--- config.mk ---
export PLATFORM = sky130hd
export DESIGN_NAME = msgq_ctrl
export DESIGN_NICKNAME = d
export VERILOG_FILES = /design/src/rtl/msgq_pkg.sv /design/src/rtl/msgq_cw_decode.sv /design/src/rtl/msgq_irq_policy.sv /design/src/rtl/msgq_ctx_table.sv /design/src/rtl/msgq_ctrl.sv
export SDC_FILE = /design/constraint.sdc
export NUM_CORES = 2
export LEC_CHECK = 0
export ABC_AREA = 1
export BUFFER_PORTS_ARGS = -buffer_cell sky130_fd_sc_hd__buf_2
export CAP_MARGIN = 30
export CORE_MARGIN = 2
export CORE_UTILIZATION = 45
export CTS_BUF_LIST = sky130_fd_sc_hd__clkbuf_4
export CTS_CLUSTER_SIZE = 24
export DETAILED_ROUTE_END_ITERATION = 10
export PLACE_DENSITY = 0.64
export SLEW_MARGIN = 25
export SYNTH_ARGS = -nofsm -noshare
export SYNTH_HDL_FRONTEND = slang
export SYNTH_SLANG_ARGS = --single-unit
export TNS_END_PERCENT = 20
--- constraint.sdc ---
create_clock -name clk -period 27.5 [get_ports clk]
set_input_delay 1.375 -clock clk [delete_from_list [all_inputs] [get_ports clk]]
set_output_delay 1.375 -clock clk [all_outputs]
set_load 0.01 [all_outputs]
--- src/rtl/msgq_pkg.sv ---
package msgq_pkg;

    localparam int ADDR_W    = 32;
    localparam int LIM_W     = 25;
    localparam int THR_W     = 8;
    localparam int MSG_SHIFT = 3;
    localparam int MSG_WORDS = 1 << MSG_SHIFT;
    localparam int CNT_W     = LIM_W - MSG_SHIFT;

    typedef enum logic [1:0] {
        IRQ_EVERY = 2'd0,
        IRQ_POLL  = 2'd1,
        IRQ_COUNT = 2'd2,
        IRQ_RSVD  = 2'd3
    } irq_mode_e;

    typedef enum logic [1:0] {
        SW_CONFIG  = 2'd0,
        SW_CONSUME = 2'd1,
        SW_CLEAR   = 2'd2,
        SW_NONE    = 2'd3
    } sw_op_e;

    typedef enum logic [1:0] {
        ST_IDLE,
        ST_CHECK,
        ST_WRITE,
        ST_COMMIT
    } fsm_e;

    typedef struct packed {
        logic [ADDR_W-1:0] base;
        logic [LIM_W-1:0]  limit;
        logic [THR_W-1:0]  thresh;
        irq_mode_e         mode;
    } qcfg_t;

    typedef struct packed {
        logic [LIM_W-1:0] tail;
        logic [LIM_W-1:0] head;
        logic [CNT_W-1:0] fill;
        logic [THR_W-1:0] pend;
    } qstate_t;

    function automatic int idx_w(int n);
        return (n > 1) ? $clog2(n) : 1;
    endfunction

    function automatic logic [LIM_W-1:0] ring_add(
        logic [LIM_W-1:0] off,
        logic [LIM_W:0]   step,
        logic [LIM_W-1:0] lim
    );
        logic [LIM_W:0] s;
        s = {1'b0, off} + step;
        if (s >= {1'b0, lim}) s = s - {1'b0, lim};
        return s[LIM_W-1:0];
    endfunction

    function automatic logic [CNT_W-1:0] slots_of(logic [LIM_W-1:0] lim);
        return lim[LIM_W-1:MSG_SHIFT];
    endfunction

    function automatic logic [THR_W-1:0] eff_thresh(logic [THR_W-1:0] t);
        return (t == '0) ? THR_W'(1) : t;
    endfunction

endpackage

--- src/rtl/msgq_cw_decode.sv ---
module msgq_cw_decode
    import msgq_pkg::*;
#(
    parameter int                NQ       = 4,
    parameter logic [ADDR_W-1:0] CW_BASE  = 32'h0000_1000,
    parameter int                CW_SHIFT = 3,
    localparam int               QW       = idx_w(NQ)
) (
    input  logic [ADDR_W-1:0] cw_addr,
    output logic              hit,
    output logic [QW-1:0]     qidx
);

    logic [NQ-1:0] match;

    for (genvar g = 0; g < NQ; g++) begin : g_cmp
        localparam logic [ADDR_W-1:0] SLOT = CW_BASE + (ADDR_W'(g) << CW_SHIFT);
        assign match[g] = (cw_addr == SLOT);
    end

    always_comb begin
        hit  = |match;
        qidx = '0;
        for (int i = NQ - 1; i >= 0; i--) begin
            if (match[i]) qidx = QW'(i);
        end
    end

endmodule

--- src/rtl/msgq_irq_policy.sv ---
module msgq_irq_policy
    import msgq_pkg::*;
(
    input  irq_mode_e        mode,
    input  logic [THR_W-1:0] thresh,
    input  logic [THR_W-1:0] pend,
    output logic             fire,
    output logic [THR_W-1:0] pend_next
);

    logic [THR_W:0] bumped;

    always_comb begin
        bumped    = {1'b0, pend} + (THR_W+1)'(1);
        fire      = 1'b0;
        pend_next = pend;
        unique case (mode)
            IRQ_EVERY: begin
                fire      = 1'b1;
                pend_next = '0;
            end
            IRQ_COUNT: begin
                if (bumped >= {1'b0, eff_thresh(thresh)}) begin
                    fire      = 1'b1;
                    pend_next = '0;
                end else begin
                    pend_next = bumped[THR_W-1:0];
                end
            end
            default: begin
                fire      = 1'b0;
                pend_next = pend;
            end
        endcase
    end

endmodule

--- src/rtl/msgq_ctx_table.sv ---
module msgq_ctx_table
    import msgq_pkg::*;
#(
    parameter int  NQ = 4,
    localparam int QW = idx_w(NQ)
) (
    input  logic             clk,
    input  logic             rst,
    input  logic             cfg_we,
    input  logic [QW-1:0]    cfg_q,
    input  qcfg_t            cfg_in,
    input  logic             cons_we,
    input  logic [QW-1:0]    cons_q,
    input  logic [CNT_W-1:0] cons_cnt,
    input  logic             clr_we,
    input  logic [QW-1:0]    clr_q,
    input  logic             cmt_we,
    input  logic [QW-1:0]    cmt_q,
    input  logic [THR_W-1:0] cmt_pend,
    output qcfg_t            cfg_o [NQ],
    output qstate_t          st_o  [NQ]
);

    localparam logic [LIM_W:0] STEP_MSG = (LIM_W+1)'(MSG_WORDS);

    for (genvar g = 0; g < NQ; g++) begin : g_q
        qcfg_t            cfg_r;
        qstate_t          st_r;
        logic             sel_cfg, sel_cmt, sel_cons, sel_clr, cons_ok;
        logic [CNT_W-1:0] fill_dec;

        always_comb begin
            sel_cfg  = cfg_we  && (cfg_q  == QW'(g));
            sel_cmt  = cmt_we  && (cmt_q  == QW'(g));
            sel_cons = cons_we && (cons_q == QW'(g));
            sel_clr  = clr_we  && (clr_q  == QW'(g));
            cons_ok  = sel_cons && (cons_cnt <= st_r.fill);
            fill_dec = cons_ok ? cons_cnt : '0;
        end

        always_ff @(posedge clk) begin
            if (rst) begin
                cfg_r.base   <= '0;
                cfg_r.limit  <= '0;
                cfg_r.thresh <= '0;
                cfg_r.mode   <= IRQ_POLL;
                st_r         <= '0;
            end else if (sel_cfg) begin
                cfg_r <= cfg_in;
                st_r  <= '0;
            end else begin
                if (sel_cmt)
                    st_r.tail <= ring_add(st_r.tail, STEP_MSG, cfg_r.limit);
                if (cons_ok)
                    st_r.head <= ring_add(st_r.head, {1'b0, cons_cnt, MSG_SHIFT'(0)}, cfg_r.limit);
                st_r.fill <= st_r.fill + CNT_W'(sel_cmt) - fill_dec;
                if (sel_clr)
                    st_r.pend <= '0;
                else if (sel_cmt)
                    st_r.pend <= cmt_pend;
            end
        end

        assign cfg_o[g] = cfg_r;
        assign st_o[g]  = st_r;

        AST_FILL_WITHIN_SLOTS: assert property (@(posedge clk) disable iff (rst)
            st_r.fill <= slots_of(cfg_r.limit)) else $error("fill above ring slots");
        AST_TAIL_IN_RING: assert property (@(posedge clk) disable iff (rst)
            (cfg_r.limit == '0) || (st_r.tail < cfg_r.limit)) else $error("tail outside ring");
        AST_PEND_BELOW_THR: assert property (@(posedge clk) disable iff (rst)
            (cfg_r.mode == IRQ_COUNT) |-> (st_r.pend < eff_thresh(cfg_r.thresh))) else $error("pending reached threshold");
    end

endmodule

--- src/rtl/msgq_ctrl.sv ---
module msgq_ctrl
    import msgq_pkg::*;
#(
    parameter int                NQ       = 4,
    parameter int                DATA_W   = 64,
    parameter logic [ADDR_W-1:0] CW_BASE  = 32'h0000_1000,
    parameter int                CW_SHIFT = 3,
    localparam int               QW       = idx_w(NQ)
) (
    input  logic                          clk,
    input  logic                          rst,
    input  logic                          send_valid,
    output logic                          send_ready,
    input  logic [ADDR_W-1:0]             send_cw_addr,
    input  logic [MSG_WORDS*DATA_W-1:0]   send_msg,
    output logic                          ack_valid,
    output logic                          nack_valid,
    output logic                          mem_we,
    output logic [ADDR_W-1:0]             mem_addr,
    output logic [DATA_W-1:0]             mem_wdata,
    output logic                          irq_valid,
    output logic [QW-1:0]                 irq_queue,
    input  logic                          sw_valid,
    input  logic [1:0]                    sw_op,
    input  logic [QW-1:0]                 sw_queue,
    input  logic [ADDR_W-1:0]             sw_base,
    input  logic [LIM_W-1:0]              sw_limit,
    input  logic [THR_W-1:0]              sw_thresh,
    input  logic [1:0]                    sw_mode,
    input  logic [CNT_W-1:0]              sw_count,
    input  logic [QW-1:0]                 rd_queue,
    output logic [LIM_W-1:0]              rd_tail,
    output logic [LIM_W-1:0]              rd_head,
    output logic [CNT_W-1:0]              rd_fill,
    output logic [THR_W-1:0]              rd_pend
);

    fsm_e                state;
    logic [DATA_W-1:0]   msg_r [MSG_WORDS];
    logic [QW-1:0]       q_r;
    logic                hit_r;
    logic [MSG_SHIFT-1:0] beat;
    logic                ack_r, nack_r, irq_r;
    logic [QW-1:0]       irq_q_r;

    logic                dec_hit;
    logic [QW-1:0]       dec_q;
    qcfg_t               cfg_all [NQ];
    qstate_t             st_all  [NQ];
    qcfg_t               cur_cfg;
    qstate_t             cur_st;
    logic                fire;
    logic [THR_W-1:0]    pend_next;
    sw_op_e              op;
    qcfg_t               cfg_in;
    logic                room;

    msgq_cw_decode #(
        .NQ(NQ), .CW_BASE(CW_BASE), .CW_SHIFT(CW_SHIFT)
    ) u_decode (
        .cw_addr(send_cw_addr),
        .hit    (dec_hit),
        .qidx   (dec_q)
    );

    always_comb begin
        op            = sw_op_e'(sw_op);
        cfg_in.base   = sw_base;
        cfg_in.limit  = sw_limit;
        cfg_in.thresh = sw_thresh;
        cfg_in.mode   = irq_mode_e'(sw_mode);
    end

    msgq_ctx_table #(.NQ(NQ)) u_table (
        .clk     (clk),
        .rst     (rst),
        .cfg_we  (sw_valid && op == SW_CONFIG),
        .cfg_q   (sw_queue),
        .cfg_in  (cfg_in),
        .cons_we (sw_valid && op == SW_CONSUME),
        .cons_q  (sw_queue),
        .cons_cnt(sw_count),
        .clr_we  (sw_valid && op == SW_CLEAR),
        .clr_q   (sw_queue),
        .cmt_we  (state == ST_COMMIT),
        .cmt_q   (q_r),
        .cmt_pend(pend_next),
        .cfg_o   (cfg_all),
        .st_o    (st_all)
    );

    assign cur_cfg = cfg_all[q_r];
    assign cur_st  = st_all[q_r];
    assign room    = cur_st.fill < slots_of(cur_cfg.limit);

    msgq_irq_policy u_policy (
        .mode     (cur_cfg.mode),
        .thresh   (cur_cfg.thresh),
        .pend     (cur_st.pend),
        .fire     (fire),
        .pend_next(pend_next)
    );

    always_ff @(posedge clk) begin
        if (rst) begin
            state   <= ST_IDLE;
            q_r     <= '0;
            hit_r   <= 1'b0;
            beat    <= '0;
            ack_r   <= 1'b0;
            nack_r  <= 1'b0;
            irq_r   <= 1'b0;
            irq_q_r <= '0;
            for (int i = 0; i < MSG_WORDS; i++) msg_r[i] <= '0;
        end else begin
            ack_r  <= 1'b0;
            nack_r <= 1'b0;
            irq_r  <= 1'b0;
            unique case (state)
                ST_IDLE: begin
                    if (send_valid) begin
                        for (int i = 0; i < MSG_WORDS; i++)
                            msg_r[i] <= send_msg[i*DATA_W +: DATA_W];
                        q_r   <= dec_q;
                        hit_r <= dec_hit;
                        state <= ST_CHECK;
                    end
                end
                ST_CHECK: begin
                    if (hit_r && room) begin
                        beat  <= '0;
                        state <= ST_WRITE;
                    end else begin
                        nack_r <= 1'b1;
                        state  <= ST_IDLE;
                    end
                end
                ST_WRITE: begin
                    beat <= beat + 1'b1;
                    if (beat == MSG_SHIFT'(MSG_WORDS - 1)) state <= ST_COMMIT;
                end
                ST_COMMIT: begin
                    ack_r   <= 1'b1;
                    irq_r   <= fire;
                    irq_q_r <= q_r;
                    state   <= ST_IDLE;
                end
                default: state <= ST_IDLE;
            endcase
        end
    end

    assign send_ready = (state == ST_IDLE);
    assign ack_valid  = ack_r;
    assign nack_valid = nack_r;
    assign irq_valid  = irq_r;
    assign irq_queue  = irq_q_r;
    assign mem_we     = (state == ST_WRITE);
    assign mem_addr   = cur_cfg.base + ADDR_W'(cur_st.tail) + ADDR_W'(beat);
    assign mem_wdata  = msg_r[beat];

    always_comb begin
        if (int'(rd_queue) < NQ) begin
            rd_tail = st_all[rd_queue].tail;
            rd_head = st_all[rd_queue].head;
            rd_fill = st_all[rd_queue].fill;
            rd_pend = st_all[rd_queue].pend;
        end else begin
            rd_tail = '0;
            rd_head = '0;
            rd_fill = '0;
            rd_pend = '0;
        end
    end

    AST_ACK_AFTER_WRITES: assert property (@(posedge clk) disable iff (rst)
        ack_valid |-> $past(mem_we, 2)) else $error("ack without preceding writes");
    AST_NACK_NO_WRITE: assert property (@(posedge clk) disable iff (rst)
        nack_valid |-> (!ack_valid && !$past(mem_we))) else $error("nack alongside writes");
    AST_IRQ_WITH_ACK: assert property (@(posedge clk) disable iff (rst)
        irq_valid |-> ack_valid) else $error("irq without ack");
    AST_WRITE_IN_RING: assert property (@(posedge clk) disable iff (rst)
        mem_we |-> ((mem_addr - cur_cfg.base) < ADDR_W'(cur_cfg.limit))) else $error("write outside ring");
    AST_BUSY_HOLDS_TARGET: assert property (@(posedge clk) disable iff (rst)
        (!send_ready && $past(!send_ready)) |-> $stable(q_r)) else $error("target changed while busy");

endmodule

==> key figures <==
Floorplan
  – I/O pin cnt: 826
  – Effective utilization at floorplan: 0.452
  – Die W: 435 µm
  – Rows: 158
  – Die H: around 440 µm
  – Core Region: 0.185 mm²
  – Die area: between 0.15 and 0.2 mm²

Timing
  – Clk_skew: 0.143 ns
  – Setup_tns: 0 ns
  – Fmax: 123 MHz
  – RSZ-0062 raised after global routing: no
  – Endpoints failing setup: 0
  – Rel. slew slack: 0.229
  – Final Worst Setup Slack: 19.37 ns
  – Period minus WS final: 8.13 ns
  – Final Max Slew Viols: 0
  – Worst hold margin: 0.214 ns
  – Final Cycle Share: 0.296
  – Hold Vio Cnt, Final: 0
  – Worst-Margin Slew: 1.15 ns

Cells and area
  – Most frequent cells in the layout: 2338 x nand2_1, 2173 x nor2_1, 1778 x inv_1, 1092 x o21ai_0, 960 x a21oi_1
  – Nets: 14529
  – P&R area growth vs syn: 12.3%
  – Fin area: 0.0940 mm²
  – Layout Cells excl Fill: between 15000 and 20000
  – Commonest non-fill, non-tap cell in the layout: nand2_1
  – Fraction of layout cells with a size suffix above 1: 0.120
  – Fin util: 0.508

Power and ir drop
  – Pleak: 47.2 nW
  – Total power: roughly 5.6 mW
  – Peak supply drop: 0.0450 mV
  – Pwr/cell area: 59.5 mW/mm²

Status
  – Status: finished, final reports clean

Clock tree
  – Total CTS buffers: roughly 340
  – Clk_lat worst skew: between 1 and 1.5 ns
  – Clock transition at path regs: 0.07 ns
  – Clock sinks: ~1100
  – Post-CTS sizing: 0
  – CTS H-tree lvls: 5
  – Setup Fix Bufs, Post-CTS: 0
  – CTS Root Cell: clkbuf_4
  – Longest Clk Path Bufs: 4
  – Hold Buf Count CTS: 0
  – CTS tree: built

Yosys
  – Simple-Gate Fraction of Synth Area: 0.278
  – Mapped Cells: 12474
  – Yosys warnings: 0
  – Cell taking the most area after synthesis: edfxtp_1
  – Seq/Total Area, Yosys: 0.328
  – Synth Flop Type: dfxtp_1
  – Flops & latches, synth: 1116
  – Post-synth EDFFs: 512
  – Synth area leaders: edfxtp_1 18%, dfxtp_1 14%, nand2_1 10%
  – Async set-reset flop share out of synthesis: 0
  – Xor/xnor share of the synthesized area: 0.0301
  – Area share of the largest cell type after synthesis: 0.184
  – Syn Nets: 13764
  – Adder-Cell Fraction of Synth Area: 0.0985
  – Post-synthesis average cell area: 6.71 µm²
  – Compound-gate portion of the synthesized area: 0.158
  – Cell area after synthesis: 0.0837 mm²
  – Largest family of logic cells by synthesized area: simple AND/OR/NAND/NOR gates
  – Yosys cell types: 71
  – Mux share of post-synthesis cell area: 0

Worst setup path
  – WP data arrival: 6.75 ns
  – Worst-path cell chain: inv_4, buf_4, a21oi_1, a32o_1, fa_1, inv_1, ha_1, inv_1, fa_1, o31ai_1, a21oi_1, o21bai_1, nand4_1, nand3_1, nand2_1, nand2_1, buf_2
  – Worst path max stage delay: 0.81 ns
  – Crit-path max FO: 81
  – CP max-delay cell: buf_4
  – CP Class: flop to output pin
  – CP endpoint kind: output pin
  – Setup crit start kind: flop
  – CP Data Required Time: 26.12 ns

Place
  – Dpl hpwl: a little under 300000 µm
  – I/O Buffers: 825
  – Placed cell area: between 0.08 and 0.09 mm²
  – Gpl congestion: 1.07
  – Post-Place Cells: 15370
  – Placement Setup Slack: 20.71 ns

Global routing
  – Initial antenna violation count: 54
  – Total congestion overflow: 0
  – Total GRT Usage: 0.385
  – First-pass GRT wire length: 547000 µm
  – Largest net degree at the start of global routing: slightly below 200
  – Number of global-route vias before repair: 83849

Route
  – WL per Instance: between 20 and 25 µm
  – Post-detailed-route count of antenna-violating nets: 0
  – 1st-iter DRT viols: approximately 11000
  – Via count: just over 90000
  – DRC violations left: 0
  – DR vias/cell: 5.70
  – Total Wirelength: 381000 µm
  – DR pass1 iterations: 8

Min path
  – Worst Hold Class: primary input to flop

Job
  – Max Cap Violations: 0
power by group:
part,switching [mW],internal (mW)
sequential,0.118,1.86
clock,0.803,0.851
combinational,1.30,0.653
total,2.22,3.37
final cells by class:
| class | instances | area (µm²) |
|---|---|---|
| diodes | 54 | 135 |
| clock buffers | 499 | 3750 |
| clock inverters | 71 | 364 |
| fillers | 19167 | 91100 |
| inverters | 1799 | 6780 |
| multi-input cells | 9055 | 47300 |
| flip-flops and latches | 1116 | 27500 |
| well taps | 2480 | 3100 |
| repair buffers | 928 | 5030 |
path summary, 6_finish.rpt:
kind,cells past startpoint,slack (ns),from,to
worst max-delay path,17,19.37,q_r[1],mem_addr[27]
worst min-delay path,3,0.21,send_msg[386],msg_r[6][2]
worst max register to register,14,21.76,q_r[0],beat[1]
worst min register to register,2,0.45,u_table.cfg_o[210],u_table.cfg_o[210]
synthesized netlist by cell type (all sizes together) (2+ instances only):
cell,number
nand2,2370
nor2,2199
inv,1795
o21ai,1114
a21oi,971
nand3,680
ha,627
dfxtp,604
edfxtp,512
clkbuf,338
nand4,211
xor2,199
buf,166
o22ai,145
a31oi,98
nor3,93
xnor2,87
o21bai,57
a21o,42
or2,37
nor4,22
fa,20
and2,13
nand3b,12
o21a,12
a21boi,9
a211oi,7
a31o,7
o211ai,5
clkinv,4
nor3b,4
a32oi,3
nand2b,2
o32ai,2
registers in the layout, indices dropped and copies added (netlist names), named ones only:
signal	cells
nack_valid	1
ack_valid	1
state	1
hit_r	1
irq_queue	2
q_r	2
msg_r	512
beat	3
u_table.cfg_o	268
u_table.st_o	320
irq_valid	1
cells by family (layout without fill, tap and decap cells):
family | count (synthesis) | after routing
buf+inv | 2303 | 3297
simple gates | 5643 | 5643
other cells | 0 | 54
xor+xnor | 286 | 286
flops | 1116 | 1116
compound gates | 2479 | 2479
fa+ha+maj | 647 | 647
metal layers:
metal	up-vias	track usage	wire [µm]
met5	-	0	246
met4	30	0.207	23600
met3	965	0.0909	42100
met2	4951	0.574	161000
met1	42827	0.515	155000
li1	42497	-	-
worst max-delay path: cells and delay by family, from the launching register on:
family	cells	cell delay (ns)
buffers and inverters	5	1.61
AO/OA/AOI/OAI	5	1.60
adder cells (fa/ha/maj)	3	1.05
flip-flops	1	0.50
AND/OR/NAND/NOR	4	0.46
Power figures use the tool's default switching activity.
